`config.mk`:
```
export PLATFORM = sky130hd
export DESIGN_NAME = gpio_port_ioc
export DESIGN_NICKNAME = d
export VERILOG_FILES = /design/src/rtl/gpio_pkg.sv /design/src/rtl/gpio_pin_slice.sv /design/src/rtl/gpio_ioc_detect.sv /design/src/rtl/gpio_port_ioc.sv
export SDC_FILE = /design/constraint.sdc
export NUM_CORES = 1
export LEC_CHECK = 0
export BUFFER_PORTS_ARGS = -buffer_cell sky130_fd_sc_hd__clkbuf_2
export CAP_MARGIN = 20
export CORE_AREA = 10 10 70 72
export CTS_CLUSTER_DIAMETER = 150
export DETAILED_ROUTE_END_ITERATION = 12
export DIE_AREA = 0 0 80 82
export PLACE_DENSITY = 0.88
export SYNTH_ARGS = -nofsm -noshare
export SYNTH_HDL_FRONTEND = slang
export SYNTH_SLANG_ARGS = --single-unit
```
`constraint.sdc`:
```
create_clock -name clk -period 1.2 [get_ports clk]
set_input_delay 0.12 -clock clk [delete_from_list [all_inputs] [get_ports clk]]
set_output_delay 0.12 -clock clk [all_outputs]
set_load 0.05 [all_outputs]
```
`src/rtl/gpio_pkg.sv`:
```
package gpio_pkg;
   typedef enum logic {
      RD_PINS = 1'b0,
      RD_DIR  = 1'b1
   } rd_src_e;
endpackage

```
`src/rtl/gpio_pin_slice.sv`:
```
module gpio_pin_slice #(
   parameter bit IOC_PIN = 1'b0
) (
   input  logic clk,
   input  logic rst_n,
   input  logic wbit_i,
   input  logic port_wr_i,
   input  logic dir_wr_i,
   input  logic pin_i,
   input  logic per_sel_i,
   input  logic per_out_i,
   input  logic per_oe_i,
   input  logic pull_en_n_i,
   input  logic strip_i,
   output logic out_o,
   output logic oe_o,
   output logic pu_o,
   output logic samp_o,
   output logic dir_o,
   output logic ioc_en_o
);
   logic data_q, dir_q, samp_q;

   always_ff @(posedge clk or negedge rst_n) begin
      if (!rst_n) begin
         data_q <= 1'b0;
         dir_q  <= 1'b1;
         samp_q <= 1'b0;
      end else begin
         samp_q <= pin_i;
         if (port_wr_i) data_q <= wbit_i;
         if (dir_wr_i)  dir_q  <= wbit_i;
      end
   end

   always_comb begin
      out_o = per_sel_i ? per_out_i : data_q;
      oe_o  = per_sel_i ? per_oe_i  : ~dir_q;
      pu_o  = ~pull_en_n_i & dir_q & ~strip_i;
   end

   assign samp_o = samp_q;
   assign dir_o  = dir_q;

   generate
      if (IOC_PIN) begin : g_ioc
         assign ioc_en_o = ~strip_i;
      end else begin : g_plain
         assign ioc_en_o = 1'b0;
      end
   endgenerate

   a_r1_data_load: assert property (@(posedge clk) disable iff (!rst_n)
      port_wr_i |=> (data_q == $past(wbit_i)));
   a_r2_dir_load: assert property (@(posedge clk) disable iff (!rst_n)
      dir_wr_i |=> (dir_q == $past(wbit_i)));
   a_r2_dir_hold: assert property (@(posedge clk) disable iff (!rst_n)
      !dir_wr_i |=> $stable(dir_q));
   a_r3_sample: assert property (@(posedge clk) disable iff (!rst_n)
      1'b1 |=> (samp_q == $past(pin_i)));
endmodule

```
`src/rtl/gpio_ioc_detect.sv`:
```
module gpio_ioc_detect #(
   parameter int WIDTH = 8
) (
   input  logic             clk,
   input  logic             rst_n,
   input  logic [WIDTH-1:0] samp_i,
   input  logic [WIDTH-1:0] en_i,
   input  logic             rd_i,
   input  logic             clr_i,
   output logic             flag_o
);
   logic [WIDTH-1:0] ref_q;
   logic             flag_q;
   logic             mism;

   assign mism = |((samp_i ^ ref_q) & en_i);

   always_ff @(posedge clk or negedge rst_n) begin
      if (!rst_n) begin
         ref_q  <= '0;
         flag_q <= 1'b0;
      end else begin
         if (rd_i) ref_q <= samp_i;
         flag_q <= mism | (flag_q & ~clr_i);
      end
   end

   assign flag_o = flag_q;

   a_r9_ref_load: assert property (@(posedge clk) disable iff (!rst_n)
      rd_i |=> (ref_q == $past(samp_i)));
   a_r8_set: assert property (@(posedge clk) disable iff (!rst_n)
      mism |=> flag_q);
   a_r10_sticky: assert property (@(posedge clk) disable iff (!rst_n)
      (flag_q && !clr_i) |=> flag_q);
   a_r10_clear: assert property (@(posedge clk) disable iff (!rst_n)
      (clr_i && !mism) |=> !flag_q);
endmodule

```
`src/rtl/gpio_port_ioc.sv`:
```
module gpio_port_ioc #(
   parameter int WIDTH   = 8,
   parameter int IOC_LO  = 4,
   parameter int LVP_IDX = 4
) (
   input  logic             clk,
   input  logic             rst_n,
   input  logic [WIDTH-1:0] bus_wdata_i,
   input  logic             port_wr_i,
   input  logic             dir_wr_i,
   input  logic             port_rd_i,
   input  logic             dir_rd_i,
   output logic [WIDTH-1:0] bus_rdata_o,
   input  logic [WIDTH-1:0] pin_in_i,
   output logic [WIDTH-1:0] pin_out_o,
   output logic [WIDTH-1:0] pin_oe_o,
   output logic [WIDTH-1:0] pin_pu_o,
   input  logic [WIDTH-1:0] per_sel_i,
   input  logic [WIDTH-1:0] per_out_i,
   input  logic [WIDTH-1:0] per_oe_i,
   input  logic             pull_en_n_i,
   input  logic             lvp_mode_i,
   input  logic             chg_clr_i,
   output logic             chg_flag_o
);
   import gpio_pkg::*;

   generate
      if (WIDTH < 1 || WIDTH > 64) begin : g_bad_width
         $error("WIDTH out of range");
      end
      if (IOC_LO < 0 || IOC_LO >= WIDTH) begin : g_bad_ioc
         $error("IOC_LO must index a pin");
      end
      if (LVP_IDX < 0 || LVP_IDX >= WIDTH) begin : g_bad_lvp
         $error("LVP_IDX must index a pin");
      end
   endgenerate

   logic [WIDTH-1:0] samp, dir, ioc_en;
   rd_src_e          rd_src;

   for (genvar i = 0; i < WIDTH; i++) begin : g_pin
      logic strip;
      assign strip = (i == LVP_IDX) ? lvp_mode_i : 1'b0;
      gpio_pin_slice #(.IOC_PIN(i >= IOC_LO)) i_slice (
         .clk        (clk),
         .rst_n      (rst_n),
         .wbit_i     (bus_wdata_i[i]),
         .port_wr_i  (port_wr_i),
         .dir_wr_i   (dir_wr_i),
         .pin_i      (pin_in_i[i]),
         .per_sel_i  (per_sel_i[i]),
         .per_out_i  (per_out_i[i]),
         .per_oe_i   (per_oe_i[i]),
         .pull_en_n_i(pull_en_n_i),
         .strip_i    (strip),
         .out_o      (pin_out_o[i]),
         .oe_o       (pin_oe_o[i]),
         .pu_o       (pin_pu_o[i]),
         .samp_o     (samp[i]),
         .dir_o      (dir[i]),
         .ioc_en_o   (ioc_en[i])
      );
   end

   gpio_ioc_detect #(.WIDTH(WIDTH)) i_ioc (
      .clk   (clk),
      .rst_n (rst_n),
      .samp_i(samp),
      .en_i  (ioc_en),
      .rd_i  (port_rd_i),
      .clr_i (chg_clr_i),
      .flag_o(chg_flag_o)
   );

   assign rd_src = dir_rd_i ? RD_DIR : RD_PINS;

   always_comb begin
      case (rd_src)
         RD_DIR:  bus_rdata_o = dir;
         default: bus_rdata_o = samp;
      endcase
   end

   a_r11_no_pullup: assert property (@(posedge clk) disable iff (!rst_n)
      lvp_mode_i |-> !pin_pu_o[LVP_IDX]);
   a_r2_reset_dir: assert property (@(posedge clk) disable iff (!rst_n)
      ($past(dir_wr_i) == 1'b0 && $past(rst_n) == 1'b0) |-> (dir == '1));
endmodule

```
* Yosys cells after proc, flatten, opt, wreduce, memory -nomap -nowiden *
Cells that the tools add are included.

operators by class
  muxes and demuxes = 18
  bitwise gates (word level) = 24
  reductions and logical operators = 1

operator list
  kind              count
  $mux W1           17
  $not A1 Y1        11
  $and A1 B1 Y1     10
  $and A8 B8 Y8     1
  $mux W8           1
  $reduce_or A8 Y1  1
  $xor A8 B8 Y8     1
  $or A1 B1 Y1      1

word-level totals
  bits in registers = 33
  bits of input ports = 49
  output and inout bits = 33
  word-level logic and storage cells = 69

* Logic depth before layout (Yosys ltp) *
  depth in word-level cells = 4
  gate-level depth with buffers = 3
  gate-level depth less buffers = 3

* Hierarchy *
From an unflattened synthesis, not the netlist that was laid out.

unflattened totals
  cells, all modules = 126
  area, all modules = 1676.6 um2

by module, submodules not included
  module                                 instances  cells an instance  area each (um2)  seq. area each (um2)
  gpio_pin_slice (g_pin[0].i_slice ...)  4          11                 141.4            76.3
  gpio_pin_slice (g_pin[4].i_slice ...)  4          10                 133.9            76.3
  gpio_ioc_detect                        1          32                 440.4            225.2
  gpio_port_ioc                          1          10                 135.1            0.0

* Worst setup path before layout *
No wires, ideal clock.

  kind = reg-to-reg
  start = register i_ioc.flag_q (netlist: i_ioc.flag_o)
  end = register i_ioc.flag_q (netlist: i_ioc.flag_o)
  library setup time = 0.137 ns
  data arrival time = 1.012 ns
  required time = 1.063 ns
  slack = 0.051 ns
  stages on the path, launching flop included = 3
  path buffers = 0
  period minus slack after synthesis = 1.149 ns
  cells stage by stage = dfrtp_1 > a2111oi_1 > o21ai_1

on the way
  cells in the longest elaborated chain, start to end = 2

ends and longest elaborated chain
  what                    line                   RTL
  from (decl)             gpio_ioc_detect.sv:13  logic flag_q;
  from (signal assigned)  gpio_ioc_detect.sv:24  flag_q <= mism | (flag_q & ~clr_i);
  $and A1 B1 Y1           gpio_ioc_detect.sv:24
  $or A1 B1 Y1            gpio_ioc_detect.sv:24

Every way passes these cells.
A chain may end at the register's enable or synchronous reset.

* Worst setup path in the final report *
  start = register g_pin[4].i_slice.dir_q
  end = output pin_pu_o[4]

on the way
  cells in the longest elaborated chain, start to end = 2

ends and longest elaborated chain
  what                         line                  RTL
  from (decl)                  gpio_pin_slice.sv:22  logic data_q, dir_q, samp_q;
  from (signal assigned)       gpio_pin_slice.sv:32  if (dir_wr_i) dir_q <= wbit_i;
  $and A1 B1 Y1 (2 in series)  gpio_pin_slice.sv:39  pu_o = ~pull_en_n_i & dir_q & ~strip_i;
  to (decl)                    gpio_port_ioc.sv:17   output logic [WIDTH-1:0] pin_pu_o,

Every way passes these cells.

==> results.sh <==
export IMPL_power_leakage_nw=1.23
export IMPL_reg2reg_depth=4
export IMPL_cts_made_buffers=5
export IMPL_hold_start="bus_wdata_i[5]"
export IMPL_synth_cell_area_mm2=0.00152
export IMPL_layout_drive_gt1_share=0.670
export IMPL_maxCapViolations=0
export IMPL_failed_checks="negative setup slack"
export IMPL_fin_crit_sh=1.14
export IMPL_core_mm2=0.00358
export IMPL_synth_most_common_cell="mux2_1"
export IMPL_yosys_warnings=0
export IMPL_path_clk_slew_ps=90
export IMPL_ios=82
export IMPL_num_nets_final=254
export IMPL_cts_tree="built"
export IMPL_synth_commonest_cells="mux2_1 (36), buf_4 (24), dfrtp_1 (21)"
export IMPL_dieArea_mm2=0.00656
export IMPL_ir_drop_v=0.000753
export IMPL_ys_flop_type="dfrtp_1"
export IMPL_path_max_fanout=3
export IMPL_slew_violations=0
export IMPL_cts_root_buf="clkbuf_4"
export IMPL_syn_nets=172
export IMPL_antenna_cells=0
export IMPL_start_kind="flop"
export IMPL_p_per_area_mw_per_mm2=1160
export IMPL_r2r_end="i_ioc.flag_o"
export IMPL_dieHeight_um=82
export IMPL_setup_ws_ps=-170
export IMPL_htreeDepth=2
export IMPL_setup_tns_ps=-3200
export IMPL_yosysTopAreaCellShare=0.347
export IMPL_start_util=0.424
export IMPL_min_path_type="input pin to flop"
export IMPL_synth_area_leaders="dfrtp_1 (35%), mux2_1 (27%), dfstp_2 (14%)"
export IMPL_drtIter0Drc=38
export IMPL_grt_pass1_wl_um=6730
export IMPL_grt_overflow_total=0
export IMPL_async_flop_share=1.00
export IMPL_relSlewSlack=0.636
export IMPL_skew_ps=10.9
export IMPL_max_slew_worst_pin_slew_ps=546
export IMPL_crit_required_ps=1080
export IMPL_crit_type="flop to output port"
export IMPL_syn_area_per_cell_um2=12.3
export IMPL_rows=22
export IMPL_critPathArrivalTime_ps=1250
export IMPL_drc=0
export IMPL_rsz0062_at_grt="true"
export IMPL_grtUsageTotal=0.134
export IMPL_timing_hold_ws_ps=22.4
export IMPL_clkLatencyLatePin_ps=330
export IMPL_synthDistinctLibCells=14
export IMPL_die_w_um=80
export IMPL_grt_pass1_vias=1320
export IMPL_synth_top_cell_by_area="dfrtp_1"
export IMPL_r2r_setup_slack_ps=10
export IMPL_hpwl_um=3020
export IMPL_synth_edf_count=0
export IMPL_outcome="complete, but fails checks"
export IMPL_synthCells=123
export IMPL_drtAntennaViolNets=0
export IMPL_finalHoldViolations=0
export IMPL_grt_antenna_before_repair=0
export IMPL_hold_path_cell_count=2
export IMPL_port_buffers=81
export IMPL_wl_per_cell_um=17.6
export IMPL_final_min_clock_period_ps=1370
export IMPL_setup_viol=32
export IMPL_drt_wl_total_um=4480
export IMPL_place_congestion=0.735
export IMPL_syn_to_final_growth_pct=68.2
export IMPL_end_kind="output port"
export IMPL_cts_sinks=29
export IMPL_grt_max_degree=23
export IMPL_max_freq_mhz=730
export IMPL_yosysSeqAreaShare=0.485
export IMPL_routed_via_density=4.65
export IMPL_vias=1181
export IMPL_num_fill_cells=251
export IMPL_firstDrtPassIters=3
export IMPL_min_to="g_pin[5].i_slice.dir_o"
export IMPL_clock_path_buffers=2
export IMPL_reg2reg_from="g_pin[6].i_slice.samp_o"
export IMPL_synth_seq_cells=29
## sequential cells by signal, summed over array words and instances, names as in the netlist
register	flops
g_pin.i_slice.data_q	8
g_pin.i_slice.dir_o	8
g_pin.i_slice.samp_o	8
i_ioc.ref_q	4
i_ioc.flag_o	1
## placed cells by master, fill, tap and decap left out, drive strengths merged
master,n
o21ai,8
mux2,36
dfrtp,21
xor2,3
nor2b,7
dfstp,8
nand2,7
clkbuf,66
xnor2,1
buf,34
nor3b,1
a2111oi,1
inv,2
mux2i,1
dlygate4sd3,10
## metal layers
layer,track usage,wire (um),vias up
met2,0.262,2630,47
met4,0.0370,82,0
li1,-,-,558
met1,0.120,1440,568
met5,0,0,-
met3,0.0644,330,8
## kinds of logic (layout without fill, tap and decap cells)
family          after synthesis  in the layout  synth area share
buf+inv                      29            112             0.134
xor+xnor                      4              4            0.0231
compound gates                9              9            0.0330
flops                        29             29             0.485
mux                          37             37             0.274
simple gates                 15             15            0.0512
## metrics by stage
| step | util | setup slack [ps] | cells | cell area [um^2] | total power, mW |
|---|---|---|---|---|---|
| global placement | 0.503 | 78.0 | 227 | 1800 | 1.92 |
| floorplan | - | 50.6 | 123 | 1520 | 1.78 |
| detailed placement | 0.503 | 61.6 | 227 | 1800 | 1.94 |
| CTS | 0.678 | -175 | 250 | 2430 | 2.87 |
| finish | 0.713 | -170 | 254 | 2550 | 2.96 |
| global route | 0.713 | -249 | 254 | 2550 | 3.11 |
## final cells by class
type	instances	area, um^2	share of cell area
flip-flops and latches	29	736	0.288
clock buffers	8	58.8	0.0231
well taps	48	60.1	0.0235
multi-input cells	65	713	0.280
repair buffers	102	976	0.383
inverters	2	7.51	0.00294
## power breakdown
part	internal (mW)	switching, mW	total [mW]	leakage, nW
combinational	0.583	0.632	1.21	0.873
sequential	1.08	0.0628	1.14	0.327
clock	0.289	0.316	0.605	0.0326
## critical path, stage by stage (launching register included)
cell	delay (ps)
dfstp_2	550
nor3b_2	170
clkbuf_8	210
## how the worst max path moves through the flow
stage / depth (start not counted) / from / endpoint
2_1_floorplan: 2 / i_ioc.flag_o / i_ioc.flag_o
3_3_place_gp: 2 / g_pin[4].i_slice.dir_o / pin_pu_o[4]
3_5_place_dp: 3 / i_ioc.ref_q[7] / i_ioc.flag_o
4_1_cts: 2 / g_pin[5].i_slice.dir_o / pin_pu_o[5]
5_1_grt: 2 / g_pin[5].i_slice.dir_o / pin_pu_o[5]
6_report: 2 / g_pin[4].i_slice.dir_o / pin_pu_o[4]
## timing repair
item                                   in CTS  in global routing
resized for setup                          92                 40
buffers inserted                            5                  4
setup endpoints to repair                  32                 33
hold buffers                               10                  0
endpoints found under the hold margin      21                  0
pin swaps                                   5                  2
No activity file was read; power rests on OpenSTA's default activity.
